==> src/rtl/rdc_pkg.sv <==
package rdc_pkg;

    typedef enum logic [2:0] {
        PH_IDLE = 3'd0,
        PH_ADDR = 3'd1,
        PH_STRB = 3'd2,
        PH_WAIT = 3'd3,
        PH_REL  = 3'd4
    } rd_phase_e;

    // strobe is asserted (low on the pin) during these phases
    function automatic logic strobe_active(input rd_phase_e ph);
        return (ph == PH_STRB) || (ph == PH_WAIT);
    endfunction

    function automatic logic phase_busy(input rd_phase_e ph);
        return ph != PH_IDLE;
    endfunction

endpackage

==> src/rtl/rdc_sequencer.sv <==
module rdc_sequencer
    import rdc_pkg::*;
#(
    parameter int WAIT_CYCLES = 1
) (
    input  logic      clk,
    input  logic      rst,
    input  logic      start,
    output rd_phase_e phase,
    output logic      capture
);
    localparam int CW = (WAIT_CYCLES > 1) ? $clog2(WAIT_CYCLES) : 1;

    rd_phase_e       phase_q;
    rd_phase_e       phase_d;
    logic [CW-1:0]   cnt_q;
    logic            wait_last;

    assign wait_last = (cnt_q == CW'(WAIT_CYCLES - 1));

    always_comb begin
        phase_d = phase_q;
        unique case (phase_q)
            PH_IDLE: if (start) phase_d = PH_ADDR;
            PH_ADDR: phase_d = PH_STRB;
            PH_STRB: phase_d = PH_WAIT;
            PH_WAIT: if (wait_last) phase_d = PH_REL;
            PH_REL:  phase_d = PH_IDLE;
            default: phase_d = PH_IDLE;
        endcase
    end

    always_ff @(posedge clk) begin
        if (rst) begin
            phase_q <= PH_IDLE;
            cnt_q   <= '0;
        end else begin
            phase_q <= phase_d;
            if (phase_q == PH_WAIT && !wait_last)
                cnt_q <= cnt_q + 1'b1;
            else
                cnt_q <= '0;
        end
    end

    assign phase   = phase_q;
    assign capture = (phase_q == PH_WAIT) && wait_last;

endmodule

==> src/rtl/rdc_addr_reg.sv <==
module rdc_addr_reg #(
    parameter int ADDR_W = 16
) (
    input  logic              clk,
    input  logic              rst,
    input  logic              load,
    input  logic [ADDR_W-1:0] addr_in,
    output logic [ADDR_W-1:0] addr_out
);
    always_ff @(posedge clk) begin
        if (rst)       addr_out <= '0;
        else if (load) addr_out <= addr_in;
    end
endmodule

==> src/rtl/rdc_capture_reg.sv <==
module rdc_capture_reg #(
    parameter int DATA_W = 8
) (
    input  logic              clk,
    input  logic              rst,
    input  logic              grab,
    input  logic [DATA_W-1:0] bus_in,
    output logic [DATA_W-1:0] held
);
    always_ff @(posedge clk) begin
        if (rst)       held <= '0;
        else if (grab) held <= bus_in;
    end
endmodule

==> src/rtl/bus_read_ctrl.sv <==
module bus_read_ctrl
    import rdc_pkg::*;
#(
    parameter int ADDR_W      = 16,
    parameter int DATA_W      = 8,
    parameter int WAIT_CYCLES = 1
) (
    input  logic              clk,
    input  logic              rst,
    input  logic              req_valid,
    input  logic [ADDR_W-1:0] req_addr,
    output logic              req_ready,
    output logic              rsp_done,
    output logic [DATA_W-1:0] rsp_data,
    output logic [ADDR_W-1:0] mem_addr,
    output logic              mem_rd_n,
    input  logic [DATA_W-1:0] mem_data
);
    rd_phase_e phase;
    logic      capture;
    logic      start;

    assign req_ready = !phase_busy(phase);
    assign start     = req_valid && req_ready;

    rdc_sequencer #(.WAIT_CYCLES(WAIT_CYCLES)) u_seq (
        .clk     (clk),
        .rst     (rst),
        .start   (start),
        .phase   (phase),
        .capture (capture)
    );

    rdc_addr_reg #(.ADDR_W(ADDR_W)) u_addr (
        .clk      (clk),
        .rst      (rst),
        .load     (start),
        .addr_in  (req_addr),
        .addr_out (mem_addr)
    );

    rdc_capture_reg #(.DATA_W(DATA_W)) u_cap (
        .clk    (clk),
        .rst    (rst),
        .grab   (capture),
        .bus_in (mem_data),
        .held   (rsp_data)
    );

    assign mem_rd_n = !strobe_active(phase);
    assign rsp_done = (phase == PH_REL);

endmodule

==> config.mk <==
export PLATFORM = sky130hd
export DESIGN_NAME = bus_read_ctrl
export DESIGN_NICKNAME = d
export VERILOG_FILES = /design/src/rtl/rdc_pkg.sv /design/src/rtl/rdc_sequencer.sv /design/src/rtl/rdc_addr_reg.sv /design/src/rtl/rdc_capture_reg.sv /design/src/rtl/bus_read_ctrl.sv
export SDC_FILE = /design/constraint.sdc
export NUM_CORES = 1
export LEC_CHECK = 0
export BUFFER_PORTS_ARGS = -buffer_cell sky130_fd_sc_hd__clkbuf_2
export CAP_MARGIN = 20
export CORE_MARGIN = 2
export CORE_UTILIZATION = 35
export CTS_BUF_LIST = sky130_fd_sc_hd__clkbuf_16
export DETAILED_ROUTE_END_ITERATION = 6
export HOLD_SLACK_MARGIN = 0.06
export PLACE_DENSITY_LB_ADDON = 0.2
export SETUP_SLACK_MARGIN = 0.02
export SLEW_MARGIN = 25
export SYNTH_ARGS = -nofsm -noshare
export SYNTH_HDL_FRONTEND = slang
export SYNTH_SLANG_ARGS = --single-unit
==> constraint.sdc <==
create_clock -name clk -period 1.3 [get_ports clk]
set_clock_uncertainty 0.05 [all_clocks]
set_input_delay 0.26 -clock clk [delete_from_list [all_inputs] [get_ports clk]]
set_output_delay 0.26 -clock clk [all_outputs]
set_load 0.03 [all_outputs]
==> results.toml, run 1 <==
[setup_path]
worstSetupPathType = "flop to primary output"
startpoint_type = "flop"
r2r_end = "u_addr.addr_out[1]"
cp_max_fo = 7
worstPathArrival_ns = 1.06
r2r_start = "u_seq.phase[1]"
r2r_slack_ns = 0.05
worst-r2r-cell-count = 4
endpoint_kind = "primary output"
cp.required_ns = 0.99

[cts]
cts-root-buf = "clkbuf_16"
clock_sink_count = 28
worstSkewPairLatency_ns = 0.26
cts_inserted_buffers = 3
htree_levels = 1
cts.clk_slew.worst_paths_ns = 0.06
clockBufferDepth = 2
cts_tree = "built"
hold_buffers = 0

[global_route]
top_usage_layer = "met2"
grt_usage = 0.128
gr-total-overflow = 0
grt_pass1_wl_um = 4160
gr-usage-met2 = 0.212
grt_pass1_vias = 961
antenna_found_initial = 0
grt_start_max_net_pins = 52
use_met3 = 0.0264
met1_usage = 0.158

[logic_synthesis]
synth_area_um2 = 1250
yosys.area.top_type = "dfxtp_1"
ys_seq_elements = 28
synth_warnings = 0
synthTopCellsByCount = "nand2b_1, dfxtp_1, mux2i_1, clkbuf_1"
synthCells = 121
synth.most_common_cell = "nand2b_1"
synth.area.top_cells = "dfxtp_1, nand2b_1, mux2i_1, buf_12, clkbuf_1"
synth_ff_type = "dfxtp_1"
synthArstFlopShare = 0
synth.top_cell.area_share = 0.447
synth_fp_nets = 148
synth_edf_count = 0
synth_cell_types = 20
yosysSeqAreaShare = 0.447
syn_avg_cell_area_um2 = 10.4

[final_layout]
diodes = 0
final_area_um2 = 1770
drive_above_1_share = 0.404
finalNetCount = 207
syn_to_final_growth_pct = 41.4

[job]
maxCapViolations = 0

[min_path]
hp-start = "req_addr[7]"
min_path_cells = 3
hold_end = "u_addr.addr_out[7]"
hold_path_class = "input pin to flop"

[routing]
routedWlPerCell_um = 10.9
drt_iter0_markers = 20
wl_um = 2430
drc = 0
drtAntennaViolNets = 0
first_pass_iters = 4
vias_per_cell = 4.43
vias = 993

[power_and_ir_drop]
cellPowerDensity_nw_per_um2 = 1190
leakage_nw = 0.791
ir_drop_uv = 629

[sta]
rsz0062_at_grt = "true"
min_period_ns = 1.37
finalSetupViolations = 2
finalCritPeriodShare = 1.05
timing_hold_violations_final = 0
fin_setup_tns_ns = -0.116
setup_ws_ns = -0.0681
drv_slew = 0
max_freq_mhz = 731

[floorplanning]
die_area_um2 = 4080
rows = 21
initial_core_util = 0.370
coreArea_um2 = 3390
ios = 54
fp.dieH_um = 63.9
die_w_um = 63.9

[status]
outcome = "complete, but fails checks"
violations = "negative setup slack"

[placed_design]
place_area_um2 = 1600
place_hpwl_um = 1720
routabilityCongestion = 0.657
port_buffers = 53
-- registers in the layout (all words and copies together) (netlist names) --
| name | count |
|---|---|
| u_seq.phase | 3 |
| u_cap.held | 8 |
| u_seq.cnt_q | 1 |
| u_addr.addr_out | 16 |
-- per-stage QoR --
step	setup slack, ns	std cells	hold WS, ns	power, W	utilization
after floorplan	0.0848	121	0.365	0.00125	-
after global placement	0.0687	216	0.407	0.00137	0.472
after detailed placement	0.0293	216	0.414	0.00138	0.472
after CTS	-0.0762	221	0.183	0.00211	0.510
after global routing	-0.104	224	0.185	0.00220	0.523
final	-0.0681	224	0.185	0.00210	0.523
-- where the power goes --
part,internal [W],switching [W],total [W]
Combinational,0.000230,0.000232,0.000462
Sequential,0.000913,0.0000387,0.000952
Clock,0.000408,0.000280,0.000688
Total,0.00155,0.000551,0.00210
-- worst max path at each step --
stage | startpoint | to | slack, ns | depth (start not counted)
final | u_seq.phase[1] | mem_rd_n | -0.07 | 2
after global routing | u_seq.phase[0] | rsp_done | -0.10 | 3
after CTS | u_seq.phase[1] | mem_rd_n | -0.08 | 2
after detailed placement | u_seq.phase[1] | u_addr.addr_out[11] | 0.03 | 3
after global placement | u_seq.phase[0] | u_addr.addr_out[11] | 0.07 | 3
after floorplan | u_seq.phase[0] | u_addr.addr_out[0] | 0.08 | 4
-- cells in the final DEF (no fill, tap or decap) --
cell type	netlist	final
a211oi_1	1	1
and2_1	1	1
and3b_2	1	1
and4bb_1	1	1
buf_12	1	3
buf_4	1	4
buf_6	1	1
buf_8	0	1
clkbuf_16	0	4
clkbuf_2	0	50
clkbuf_8	0	2
conb_1	1	1
dfxtp_1	28	25
dfxtp_2	0	1
dfxtp_4	0	2
mux2i_1	24	24
nand2_1	1	1
nand2b_1	48	48
nor2_2	0	1
nor2b_1	1	1
nor3_2	0	1
nor4_1	1	1
nor4b_4	0	1
o21bai_1	1	1
or2b_1	1	1
-- layer usage --
| layer | wire [µm] | vias to the layer above |
|---|---|---|
| li1 | - | 508 |
| met1 | 1120 | 446 |
| met2 | 1120 | 35 |
| met3 | 162 | 4 |
| met4 | 32 | 0 |
| met5 | 0 | - |
-- cells by family after synthesis --
| group | synth area share |
|---|---|
| muxes | 0.192 |
| DFF | 0.447 |
| other | 0.00299 |
| AOI/OAI and AO/OA | 0.0120 |
| and+or+nand+nor | 0.300 |
| buffers and inverters | 0.0459 |
-- critical path, cell delays in order, from the launching register on --
cell and delay, ns:
dfxtp_4 0.39, or2b_1 0.26, buf_8 0.14
-- area by class of cell --
cell class	instances	area (µm²)
fill	313	1620
clock buffer	3	75.1
timing repair buffer	62	419
tap	46	57.6
multi-input combinational	85	652
sequential	28	569
-- repair_timing --
item	in CTS	in global routing
resized for setup	12	2
setup endpoints to repair	4	8
cloned	0	1
pin swaps	0	1
setup buffers	2	2
endpoints found under the hold margin	0	0
Power figures use the tool's default switching activity.
==> run 2: changes to the inputs <==
Settings changed: PLACE_DENSITY set to 0.59, PLACE_DENSITY_LB_ADDON 0.2 to not set.
==> results.toml, run 2 (same netlist as run 1, synthesis figures left out) <==
[routing]
routedWlPerCell_um = 10.8
drtAntennaViolNets = 0
drt_iter0_markers = 20
wl_um = 2370
first_pass_iters = 4
vias = 964
vias_per_cell = 4.40
drc = 0

[final_layout]
n_fill_cell = 322
largest_reg_flops = 16
drive_above_1_share = 0.387
final_common_cell = "clkbuf_2"
stdcell_count = 219
diodes = 0
regMostFlops = "u_addr.addr_out"
finalNetCount = 202
layout_common_cells = "clkbuf_2, nand2b_1, dfxtp_1"
syn_to_final_growth_pct = 37.4

[cts]
cts-root-buf = "clkbuf_16"
clock_sink_count = 28
clockBufferDepth = 2
worstSkewPairLatency_ns = 0.26
post_cts_buffers = 0
cts.clk_slew.worst_paths_ns = 0.06
hold_buffers = 0
cts_tree = "built"
htree_levels = 1
cts_inserted_buffers = 3

[setup_path]
crit_buf_inv = 1
worst-r2r-cell-count = 3
worstPathArrival_ns = 1.06
cp_max_fo = 8
endpoint_kind = "primary output"
worstSetupPathType = "flop to primary output"
cpPeakStageDelay_ns = 0.40
startpoint_type = "flop"
crit_chain = "or2b_1, buf_8"
crit_family = "flip-flops"
crit_path_top_delay_cell = "dfxtp_4"
cp.required_ns = 0.99
cp.depth = 2

[global_route]
use_met3 = 0.0352
grt_pass1_vias = 952
top_usage_layer = "met2"
gr-usage-met2 = 0.211
gr-total-overflow = 0
grt_pass1_wl_um = 4030
antenna_found_initial = 0
met1_usage = 0.147
grt_usage = 0.126
grt_start_max_net_pins = 52

[job]
maxCapViolations = 0

[placed_design]
place_inst = 216
routabilityCongestion = 0.649
place_hpwl_um = 1720
post-place-ws_ns = 0.0211
port_buffers = 53

[power_and_ir_drop]
power_w = 0.00206
leakage_nw = 0.761
cellPowerDensity_nw_per_um2 = 1200
ir_drop_uv = 512

[floorplanning]
die_area_um2 = 4080
ios = 54
fp.dieH_um = 63.9
die_w_um = 63.9
initial_core_util = 0.370
coreArea_um2 = 3390
rows = 21

[sta]
finalSetupViolations = 3
min_period_ns = 1.37
fin_setup_tns_ns = -0.125
max_freq_mhz = 729
finalHoldWorstSlack_ns = 0.185
finalCritPeriodShare = 1.05
drv_slew = 0
timing_hold_violations_final = 0
rsz0062_at_grt = "true"
setup_ws_ns = -0.0714

[min_path]
min_path_cells = 3
hold_path_class = "input pin to flop"

[status]
outcome = "complete, but fails checks"
violations = "negative setup slack"
[run 2: cell count changes in the layout (fill, tap and decap cells not counted), sizes merged]
| cell | delta |
|---|---|
| clkbuf | -1 |
| buf | -4 |
[run 2: layout make-up]
type | count | area [µm²] | share of cell area
Sequential cell | 28 | 569 | 0.330
Multi-Input combinational cell | 85 | 657 | 0.381
Tap cell | 46 | 57.6 | 0.0334
Timing Repair Buffer | 57 | 364 | 0.211
Clock buffer | 3 | 75.1 | 0.0436
[run 2: worst register-to-register path: cells and delay by family (launching register included)]
kind / cells / cell delay (ns)
AND/OR/NAND/NOR: 1 / 0.38
multiplexers: 1 / 0.20
buffers and inverters: 1 / 0.20
flip-flops: 1 / 0.37
[run 2: final timing paths]
kind                         to  slack [ns]          startpoint
min reg2reg  u_addr.addr_out[0]        0.42  u_addr.addr_out[0]
max reg2reg  u_addr.addr_out[1]        0.03      u_seq.phase[0]
max                    mem_rd_n       -0.07      u_seq.phase[1]
min               u_cap.held[3]        0.18         mem_data[3]
[run 2: stage by stage]
step            util  instance area (µm²)
2_1_floorplan      -                 1260
3_3_place_gp   0.472                 1600
3_5_place_dp   0.472                 1600
4_1_cts        0.505                 1710
5_1_grt        0.508                 1720
6_report       0.508                 1720
[run 2: what timing repair did]
action / in CTS / in global routing
cloned: 0 / 0
pin swaps: 1 / 0
resized for setup: 11 / 4
setup endpoints to repair: 7 / 12
[run 2: layer usage]
layer | up-vias | wire length (µm)
met5 | - | 0
met4 | 0 | 37
met3 | 5 | 151
met2 | 35 | 1090
met1 | 423 | 1090
li1 | 501 | -
[run 2: power breakdown]
group	internal (W)	total [W]	switching [W]
logic	0.000200	0.000426	0.000225
registers	0.000913	0.000954	0.0000408
clock network	0.000408	0.000682	0.000274
total	0.00152	0.00206	0.000540
